## config.mk

```make
export PLATFORM = sky130hd
export DESIGN_NAME = acq_evt_irq
export DESIGN_NICKNAME = d
export VERILOG_FILES = /design/src/rtl/acq_evt_pkg.sv /design/src/rtl/acq_flag_bank.sv /design/src/rtl/acq_xfer_cnt.sv /design/src/rtl/acq_irq_route.sv /design/src/rtl/acq_evt_irq.sv
export SDC_FILE = /design/constraint.sdc
export NUM_CORES = 1
export LEC_CHECK = 0
export ABC_AREA = 0
export BUFFER_PORTS_ARGS = -buffer_cell sky130_fd_sc_hd__buf_4
export CAP_MARGIN = 40
export CORE_MARGIN = 3
export CORE_UTILIZATION = 50
export CTS_BUF_LIST = sky130_fd_sc_hd__clkbuf_16
export DETAILED_ROUTE_END_ITERATION = 12
export PLACE_DENSITY = 0.77
export SLEW_MARGIN = 20
export SYNTH_ARGS = -nofsm -noshare
export SYNTH_HDL_FRONTEND = slang
export SYNTH_SLANG_ARGS = --single-unit
```

## constraint.sdc

```tcl
create_clock -name clk -period 2.9 [get_ports clk]
set_input_delay 0.435 -clock clk [delete_from_list [all_inputs] [get_ports clk]]
set_output_delay 0.435 -clock clk [all_outputs]
set_load 0.01 [all_outputs]
```

## src/rtl/acq_evt_pkg.sv

```systemverilog
package acq_evt_pkg;
   localparam int FLG_W = 8;
   // flag byte positions (software decodes these)
   localparam int B_RDY  = 0;
   localparam int B_EXP  = 1;
   localparam int B_WAIT = 5;
   localparam int B_PTC  = 6;
   localparam int B_STC  = 7;
   // first clear register positions
   localparam int C1_WAIT = 3;
   localparam int C1_PTC  = 4;
   localparam int C1_STC  = 5;
   localparam int C1_DMA  = 6;
   localparam int C1_FIFO = 7;
   // second clear register position
   localparam int C2_EXP  = 0;
   // which flag bits are stored
   localparam logic [FLG_W-1:0] STICKY_MASK = 8'hE2;
   // register offsets
   localparam int A_STAT  = 0;
   localparam int A_FLAGS = 1;
   localparam int A_CLR1  = 2;
   localparam int A_CLR2  = 3;
   localparam int A_IEN   = 4;
   localparam int A_MCTL  = 5;
   localparam int A_CNT0  = 8;
endpackage

```

## src/rtl/acq_flag_bank.sv

```systemverilog
module acq_flag_bank #(
   parameter int               W    = 8,
   parameter logic [W-1:0]     KEEP = '1
) (
   input  logic         clk,
   input  logic         rst_n,
   input  logic [W-1:0] set_v,
   input  logic [W-1:0] clr_v,
   output logic [W-1:0] flag_o
);
   for (genvar i = 0; i < W; i++) begin : g_bit
      if (KEEP[i]) begin : g_keep
         logic q;
         always_ff @(posedge clk or negedge rst_n) begin
            if (!rst_n) q <= 1'b0;
            else        q <= set_v[i] | (q & ~clr_v[i]);
         end
         assign flag_o[i] = q;

         // a set event is never lost to a simultaneous clear
         p_set_wins_r5: assert property (@(posedge clk) disable iff (!rst_n)
            set_v[i] |=> flag_o[i]);
         // flag holds until cleared
         p_sticky_r2: assert property (@(posedge clk) disable iff (!rst_n)
            flag_o[i] && !clr_v[i] |=> flag_o[i]);
         // a clear with no set empties the flag
         p_clear_r3: assert property (@(posedge clk) disable iff (!rst_n)
            clr_v[i] && !set_v[i] |=> !flag_o[i]);
      end else begin : g_none
         logic unused_bit;
         assign unused_bit = set_v[i] ^ clr_v[i];
         assign flag_o[i]  = 1'b0;
      end
   end
endmodule

```

## src/rtl/acq_xfer_cnt.sv

```systemverilog
module acq_xfer_cnt #(
   parameter int CNT_W  = 32,
   parameter int LANE_W = 8,
   localparam int NL    = CNT_W / LANE_W
) (
   input  logic              clk,
   input  logic              rst_n,
   input  logic [NL-1:0]     lane_we,
   input  logic [LANE_W-1:0] lane_d,
   input  logic              sample,
   output logic [CNT_W-1:0]  cnt_o,
   output logic              expire_o
);
   logic [CNT_W-1:0] cnt_q, cnt_n;
   logic             load;

   assign load = |lane_we;

   always_comb begin
      cnt_n = cnt_q;
      if (load) begin
         for (int l = 0; l < NL; l++)
            if (lane_we[l]) cnt_n[l*LANE_W +: LANE_W] = lane_d;
      end else if (sample && cnt_q != '0) begin
         cnt_n = cnt_q - CNT_W'(1);
      end
   end

   always_ff @(posedge clk or negedge rst_n) begin
      if (!rst_n) cnt_q <= '0;
      else        cnt_q <= cnt_n;
   end

   assign cnt_o    = cnt_q;
   assign expire_o = sample && !load && (cnt_q == CNT_W'(1));

   // an idle zero count stays at zero
   p_hold_zero_r7: assert property (@(posedge clk) disable iff (!rst_n)
      cnt_q == '0 && !load |=> cnt_q == '0);
   // one decrement per accepted sample
   p_dec_r7: assert property (@(posedge clk) disable iff (!rst_n)
      sample && !load && cnt_q != '0 |=> cnt_q == $past(cnt_q) - CNT_W'(1));
   // expiry lands exactly on the count reaching zero
   p_expire_r8: assert property (@(posedge clk) disable iff (!rst_n)
      expire_o |=> cnt_q == '0);
endmodule

```

## src/rtl/acq_irq_route.sv

```systemverilog
module acq_irq_route #(
   parameter int FLG_W = 8,
   parameter int LINES = 3,
   parameter int SEL_W = 2
) (
   input  logic             clk,
   input  logic             rst_n,
   input  logic [FLG_W-1:0] flags_i,
   input  logic [FLG_W-1:0] ien_i,
   input  logic [SEL_W-1:0] sel_i,
   output logic             pending_o,
   output logic [LINES-1:0] irq_o
);
   assign pending_o = |(flags_i & ien_i);

   for (genvar i = 0; i < LINES; i++) begin : g_line
      logic q;
      always_ff @(posedge clk or negedge rst_n) begin
         if (!rst_n) q <= 1'b0;
         else        q <= pending_o && (sel_i == SEL_W'(i + 1));
      end
      assign irq_o[i] = q;
   end

   // a zero select silences every line
   p_off_r10: assert property (@(posedge clk) disable iff (!rst_n)
      sel_i == '0 |=> irq_o == '0);
   // at most one line is driven
   p_onehot_r10: assert property (@(posedge clk) disable iff (!rst_n)
      $onehot0(irq_o));
   // line 1 follows pending one clock later
   p_follow_r10: assert property (@(posedge clk) disable iff (!rst_n)
      pending_o && sel_i == SEL_W'(1) |=> irq_o[0]);
endmodule

```

## src/rtl/acq_evt_irq.sv

```systemverilog
module acq_evt_irq
   import acq_evt_pkg::*;
#(
   parameter int ADDR_W    = 4,
   parameter int REG_W     = 8,
   parameter int CNT_W     = 32,
   parameter int IRQ_LINES = 3
) (
   input  logic                 clk,
   input  logic                 rst_n,
   input  logic                 wr_en,
   input  logic [ADDR_W-1:0]    wr_addr,
   input  logic [REG_W-1:0]     wr_data,
   input  logic [ADDR_W-1:0]    rd_addr,
   output logic [REG_W-1:0]     rd_data,
   input  logic                 fifo_nonempty,
   input  logic                 sample,
   input  logic                 wait_evt,
   input  logic                 ptc_evt,
   input  logic                 stc_evt,
   output logic                 dma_rst,
   output logic                 fifo_rst,
   output logic [IRQ_LINES-1:0] irq
);
   localparam int SEL_W = 2;
   localparam int NL    = CNT_W / REG_W;

   if (REG_W != FLG_W) begin : g_bad_reg
      $error("REG_W must equal the flag byte width");
   end
   if (CNT_W % REG_W != 0 || CNT_W < REG_W) begin : g_bad_cnt
      $error("CNT_W must be a nonzero multiple of REG_W");
   end
   if (A_CNT0 + NL > (1 << ADDR_W)) begin : g_bad_addr
      $error("ADDR_W too small for the count bytes");
   end
   if (IRQ_LINES < 1 || IRQ_LINES > 3) begin : g_bad_irq
      $error("IRQ_LINES must be 1 to 3");
   end

   logic             clr1_we, clr2_we;
   logic [FLG_W-1:0] set_v, clr_v, stk, flags;
   logic [FLG_W-1:0] ien_q;
   logic [SEL_W-1:0] sel_q;
   logic [NL-1:0]    lane_we;
   logic [CNT_W-1:0] cnt;
   logic             expire, pending;
   logic             dma_q, fifo_q;

   assign clr1_we = wr_en && (wr_addr == ADDR_W'(A_CLR1));
   assign clr2_we = wr_en && (wr_addr == ADDR_W'(A_CLR2));

   for (genvar l = 0; l < NL; l++) begin : g_lane
      assign lane_we[l] = wr_en && (wr_addr == ADDR_W'(A_CNT0 + l));
   end

   always_comb begin
      set_v         = '0;
      set_v[B_EXP]  = expire;
      set_v[B_WAIT] = wait_evt;
      set_v[B_PTC]  = ptc_evt;
      set_v[B_STC]  = stc_evt;
      clr_v         = '0;
      clr_v[B_EXP]  = clr2_we && wr_data[C2_EXP];
      clr_v[B_WAIT] = clr1_we && wr_data[C1_WAIT];
      clr_v[B_PTC]  = clr1_we && wr_data[C1_PTC];
      clr_v[B_STC]  = clr1_we && wr_data[C1_STC];
   end

   acq_flag_bank #(.W(FLG_W), .KEEP(STICKY_MASK)) u_flags (
      .clk(clk), .rst_n(rst_n), .set_v(set_v), .clr_v(clr_v), .flag_o(stk));

   always_comb begin
      flags        = stk;
      flags[B_RDY] = fifo_nonempty;
   end

   acq_xfer_cnt #(.CNT_W(CNT_W), .LANE_W(REG_W)) u_cnt (
      .clk(clk), .rst_n(rst_n), .lane_we(lane_we), .lane_d(wr_data),
      .sample(sample), .cnt_o(cnt), .expire_o(expire));

   acq_irq_route #(.FLG_W(FLG_W), .LINES(IRQ_LINES), .SEL_W(SEL_W)) u_irq (
      .clk(clk), .rst_n(rst_n), .flags_i(flags), .ien_i(ien_q), .sel_i(sel_q),
      .pending_o(pending), .irq_o(irq));

   always_ff @(posedge clk or negedge rst_n) begin
      if (!rst_n) begin
         ien_q  <= '0;
         sel_q  <= '0;
         dma_q  <= 1'b0;
         fifo_q <= 1'b0;
      end else begin
         if (wr_en && wr_addr == ADDR_W'(A_IEN))  ien_q <= wr_data;
         if (wr_en && wr_addr == ADDR_W'(A_MCTL)) sel_q <= wr_data[SEL_W-1:0];
         dma_q  <= clr1_we && wr_data[C1_DMA];
         fifo_q <= clr1_we && wr_data[C1_FIFO];
      end
   end

   assign dma_rst  = dma_q;
   assign fifo_rst = fifo_q;

   always_comb begin
      rd_data = '0;
      case (rd_addr)
         ADDR_W'(A_STAT):  rd_data[0] = pending;
         ADDR_W'(A_FLAGS): rd_data = flags;
         ADDR_W'(A_IEN):   rd_data = ien_q;
         ADDR_W'(A_MCTL):  rd_data[SEL_W-1:0] = sel_q;
         default: begin
            for (int l = 0; l < NL; l++)
               if (rd_addr == ADDR_W'(A_CNT0 + l)) rd_data = cnt[l*REG_W +: REG_W];
         end
      endcase
   end

   // each strobe traces back to a matching clear write
   p_dma_strobe_r6: assert property (@(posedge clk) disable iff (!rst_n)
      dma_rst |-> $past(wr_en && wr_addr == ADDR_W'(A_CLR1) && wr_data[C1_DMA]));
   p_fifo_strobe_r6: assert property (@(posedge clk) disable iff (!rst_n)
      fifo_rst |-> $past(wr_en && wr_addr == ADDR_W'(A_CLR1) && wr_data[C1_FIFO]));
   // the first clear register leaves count-expired alone
   p_exp_kept_r3: assert property (@(posedge clk) disable iff (!rst_n)
      stk[B_EXP] && !clr2_we |=> stk[B_EXP]);
   // transfer-ready mirrors the FIFO level
   p_rdy_r1: assert property (@(posedge clk) disable iff (!rst_n)
      flags[B_RDY] == fifo_nonempty);
endmodule

```

Yosys cells after proc, flatten, opt, wreduce, memory -nomap -nowiden

Cells that the tools add are included.
Widths: inputs -> output; s select.

$add $sub $neg: 1
$mul: 0
Divide/modulo/power cells: 0
$lt $le $gt $ge: 0
Eq/ne operators: 23
Shifts and indexed selects: 0
Multiplexer cells: 13
Bitwise logic cells: 13
Reduce and logical (&&, ||, !) cells: 31

Operators with widths:

| kind                  | count |
|---|---|
| $mux 32               | 2 |
| $mux 8                | 8 |
| $eq 32x1->1 const B   | 1 |
| $eq 4x4->1 const B    | 8 |
| $reduce_bool 32->1    | 1 |
| $sub 32x1->32 const B | 1 |
| $logic_and 1x1->1     | 20 |
| $pmux 6 s3            | 1 |
| $eq 4x3->1 const B    | 4 |
| $and 8x8->8           | 1 |
| $eq 4x2->1 const B    | 2 |
| $ne 2x2->1 const B    | 4 |
| $pmux 1 s4            | 2 |
| $reduce_and 2->1      | 4 |
| $reduce_or 8->1       | 1 |
| $and 1x1->1           | 4 |
| $eq 2x2->1 const B    | 2 |
| $eq 4x1->1 const B    | 1 |
| $logic_not 4->1       | 1 |
| $not 1->1             | 4 |
| $or 1x1->1            | 4 |
| $reduce_or 4->1       | 1 |
| $eq 2x1->1 const B    | 1 |
| $reduce_bool 2->1     | 1 |
| other kinds (2)       | 2 |

Register bits: 51
Bits in latches: 0
RAM bits: 0
Memory bits (read-only): 0
Input port bits: 24
Output and inout bits: 13
Word-level logic and storage cells: 96
Memories kept: 0

Depth between registers and ports, before layout

Depth after elaboration: 7
Depth in mapped cells: 9
Mapped depth without buffers: 7

Modules after synthesis

From an unflattened synthesis, not the netlist that was laid out.

Cell total of the unflattened synthesis: 410
Area, all modules: 3713.6 µm²

By module, submodules not included:

| module        | instances | cells an instance | area each (µm²) | sequential area each (µm²) |
|---|---|---|---|---|
| acq_xfer_cnt  | 1         | 258               | 2318.5          | 800.8 |
| acq_evt_irq   | 1         | 116               | 1022.2          | 300.3 |
| acq_flag_bank | 1         | 21                | 209.0           | 100.1 |
| acq_irq_route | 1         | 15                | 163.9           | 75.1 |

Worst setup path after synthesis

OpenSTA, ideal clock, no wires.

Path type: flip-flop to flip-flop
From: reg u_cnt.cnt_q[0] (netlist: u_cnt.cnt_o[0])
To: reg u_cnt.cnt_q[22] (netlist: u_cnt.cnt_o[22])
Setup time: 65 ps
Data arrival time: 2027 ps
Required time: 2835 ps
Path slack: 808 ps
Cell stages (with the launch flop): 8
Path buffers: 0
Clock period less this slack: 2092 ps
Cell sequence: dfrtp_1 inv_1 ha_1 nor3b_1 nand4_2 o41ai_2 a31oi_1 o21ba_1

Cells in the longest elaborated chain, start to end: 4
Elaborated cells on any way between the ends: 7
Classes of those cells: 1 x add/sub; 2 x mux; 4 x reduce/logical

Ends and longest elaborated chain:

| what                                                                  | line               | RTL |
|---|---|---|
| start: declaration                                                    | acq_xfer_cnt.sv:14 | `logic [CNT_W-1:0] cnt_q, cnt_n;` |
| start signal: assignment                                              | acq_xfer_cnt.sv:31 | `else cnt_q <= cnt_n;` |
| parallel branches: the longest is 4 deep, another holds $sub 32x1->32 | --                 |  |

Parallel ways; which one is timed is not known. The select of a mux whose other input is x is not followed.
A chain may end at the register's enable or synchronous reset.

Final worst setup path

From: reg u_cnt.cnt_q[1] (netlist: u_cnt.cnt_o[1])
To: reg u_cnt.cnt_q[12] (netlist: u_cnt.cnt_o[12])

Same word-level chain as after synthesis.

==> reports/results.tsv <==
metric	value	unit
status	finished clean	
Slew Limit Fails	0	
Routed Antenna Nets	0	
worst endpoint data arrival time	2.62	ns
Pre-Repair DR Iteration Count	5	
minimum clock period	2.44	ns
Overflow after GRT	0	
Worst-Skew Late Latency	0.29	ns
most frequent cells in the layout	dfrtp_1 (51), buf_4 (47), nand2_1 (41), nor2_1 (39), o21ai_0 (22)	
ys async rst share	1.00	
Hold Vio Cnt, Final	0	
vias per cell	6.75	
post-CTS setup buffers	0	
H-tree levels	2	
fillers	599	
Clock Tree Buf Depth	2	
largest family of logic cells by synthesized area	simple AND/OR/NAND/NOR gates	
slowest stage cell, crit path	dfrtp_1	
vias in the first global route	3344	
register bit count reported by yosys	51	
relative slew slack	0.537	
Setup Viol. Count Final	0	
TritonCTS Sinks	51	
commonest non-fill, non-tap cell in the layout	dfrtp_1	
Chip Height	90.7	um
total power	2.65	mW
xor/xnor share of the synthesized area	0	
Leak Pwr	1.69	nW
nets	465	
post-DP HPWL	8.25	mm
critical path class	reg -> reg	
clock skew	0.00461	ns
cts bufs inserted	5	
max incr delay on CP	0.44	ns
Die Area	8220	um2
Initial Utilization	0.522	
Root Buffer	clkbuf_16	
power per cell area	648	nW/um2
fmax	410	MHz
maximum VDD drop	0.000319	V
Yosys warning count	0	
Global Route Usage Sum	0.273	
simple-gate portion of the synthesized area	0.266	
top-level port count	37	
Critical Path RT	3.08	ns
DRC violation count after routing	0	
Final Util	0.595	
adder-cell share of the synthesized area	0.00698	
Worst setup SP type	register	
synth unique cells	65	
ANT cells	0	
antenna violations before repair	1	
Initial DRC Count	426	
Seq/Total Area, Yosys	0.356	
total of max-cap violations	0	
Vias	3617	
Synth Area in Compound Gates	0.240	
RD Place Congestion	0.970	
worst min-delay path category	in -> async	
Sum Neg Setup Slack	0	ns
post_cts resized	0	
number of synthesized flops with an enable pin	0	
Slew @ Worst Pin	0.689	ns
WL final	11.1	mm
wire per inst	20.7	um
Most used DFF post-synth	dfrtp_1	
Crit. End Element	register	
CTS tree	yes	
first-pass GRT wire length	18.1	mm
core area	6870	um2
Synthesized Nets	439	
I/O Buffers	36	
post-synthesis mux area share	0.0865	
die width	90.7	um
crit path max fanout	11	
CP Cell Sequence	inv_1 -> ha_1 -> nor4b_1 -> and4_1 -> and3_1 -> o21ai_2 -> a22o_1	
RSZ-0062 raised after global routing	no	
Syn Area/Cell	8.68	um2
Placed Area	3920	um2
pin count of the biggest net entering global routing	52	
Post-Synthesis Cells	413	
area share of the largest cell type after synthesis	0.356	
final instance area	4090	um2
Rows	30	
Layout Area Growth over Synthesis	14.0	%
mapped cell area	3590	um2
synth top area cells	dfrtp_1 (36%), mux2_2 (4.4%), nand2_1 (4.3%)	
layout cell share with drive strength beyond 1	0.182	
clk slew on worst S/H paths	0.07	ns
Hold-fix buffers, CTS	0	
leading area contributor after synthesis	dfrtp_1	
Tcrit/Tclk final	0.841	
flip-flops by register name (all words and copies together) (netlist names):
register                cells
sel_q                       2
ien_q                       8
u_flags.g_bit.g_keep.q      4
dma_rst                     1
u_irq.g_line.q              3
u_cnt.cnt_o                32
fifo_rst                    1
worst paths after layout:
path	start	to	slack [ns]	depth (start not counted)
min	rst_n	sel_q[1]$_DFFE_PN0P_	0.17	1
max	u_cnt.cnt_o[1]$_DFFE_PN0P_	u_cnt.cnt_o[12]$_DFFE_PN0P_	0.46	7
min in group clk	wait_evt	u_flags.g_bit[5].g_keep.q$_DFF_PN0_	0.32	2
min reg2reg	sel_q[1]$_DFFE_PN0P_	u_irq.g_line[0].q$_DFF_PN0_	0.51	1
max in group asynchronous	rst_n	ien_q[3]$_DFFE_PN0P_	2.29	1
max reg2reg	u_cnt.cnt_o[1]$_DFFE_PN0P_	u_cnt.cnt_o[12]$_DFFE_PN0P_	0.46	7
cells by family (layout without fill, tap and decap cells):
group | after synthesis | after routing
AOI/OAI and AO/OA | 123 | 123
adders and majority gates | 2 | 2
buffers and inverters | 34 | 61
DFF | 51 | 51
muxes | 28 | 28
and+or+nand+nor | 175 | 175
metrics by stage:
step | setup slack (ns) | std cells | hold slack, ns
final | 0.460 | 536 | 0.167
after global routing | 0.244 | 536 | 0.217
after CTS | 0.501 | 536 | 0.199
after detailed placement | 0.535 | 528 | 0.495
after global placement | 0.566 | 528 | 0.475
after floorplan | 0.808 | 413 | 0.139
critical path, delay by kind of cell (launching register included):
kind	cells	cell delay (ns)
buffers and inverters	1	0.12
and+or+nand+nor	3	1.08
adders and majority gates	1	0.22
AOI/OAI and AO/OA	2	0.45
DFF	1	0.44
routing by layer:
metal / vias to the layer above / share of wire / global-route usage
li1: 1625 / - / -
met1: 1763 / 0.42 / 0.387
met2: 182 / 0.45 / 0.394
met3: 45 / 0.077 / 0.0475
met4: 2 / 0.047 / 0.148
met5: - / 0.0012 / 0
synthesized netlist by cell type (all sizes together) (4+ instances only):
| library cell | count |
|---|---|
| nor3 | 13 |
| nor2 | 39 |
| a31oi | 17 |
| nor2b | 4 |
| o211ai | 7 |
| a22o | 4 |
| a21oi | 17 |
| and3 | 8 |
| nand4 | 9 |
| o21ai | 24 |
| clkbuf | 15 |
| o22ai | 7 |
| mux2i | 13 |
| dfrtp | 51 |
| mux2 | 14 |
| o311ai | 4 |
| a21o | 5 |
| or3 | 5 |
| and2 | 13 |
| buf | 13 |
| inv | 5 |
| o22a | 6 |
| o31a | 5 |
| nand2 | 41 |
| nor4 | 7 |
| a22oi | 6 |
| nand3 | 19 |
where the power goes:
group | switching (mW) | internal (mW) | leakage, nW
Sequential | 0.306 | 0.885 | 0.611
Combinational | 0.417 | 0.365 | 1.00
Clock | 0.267 | 0.408 | 0.0818
Total | 0.990 | 1.66 | 1.69
area by class of cell:
cell class                      instances  area, um2  area share
Timing Repair Buffer                   47        353      0.0863
Tap cell                               96        120      0.0294
Clock inverter                          3       42.5      0.0104
Clock buffer                            5        125      0.0306
Sequential cell                        51       1280       0.312
Multi-Input combinational cell        328       2150       0.526
Inverter                                6       22.5     0.00551
Note: power is estimated with default switching activity, not from simulation.
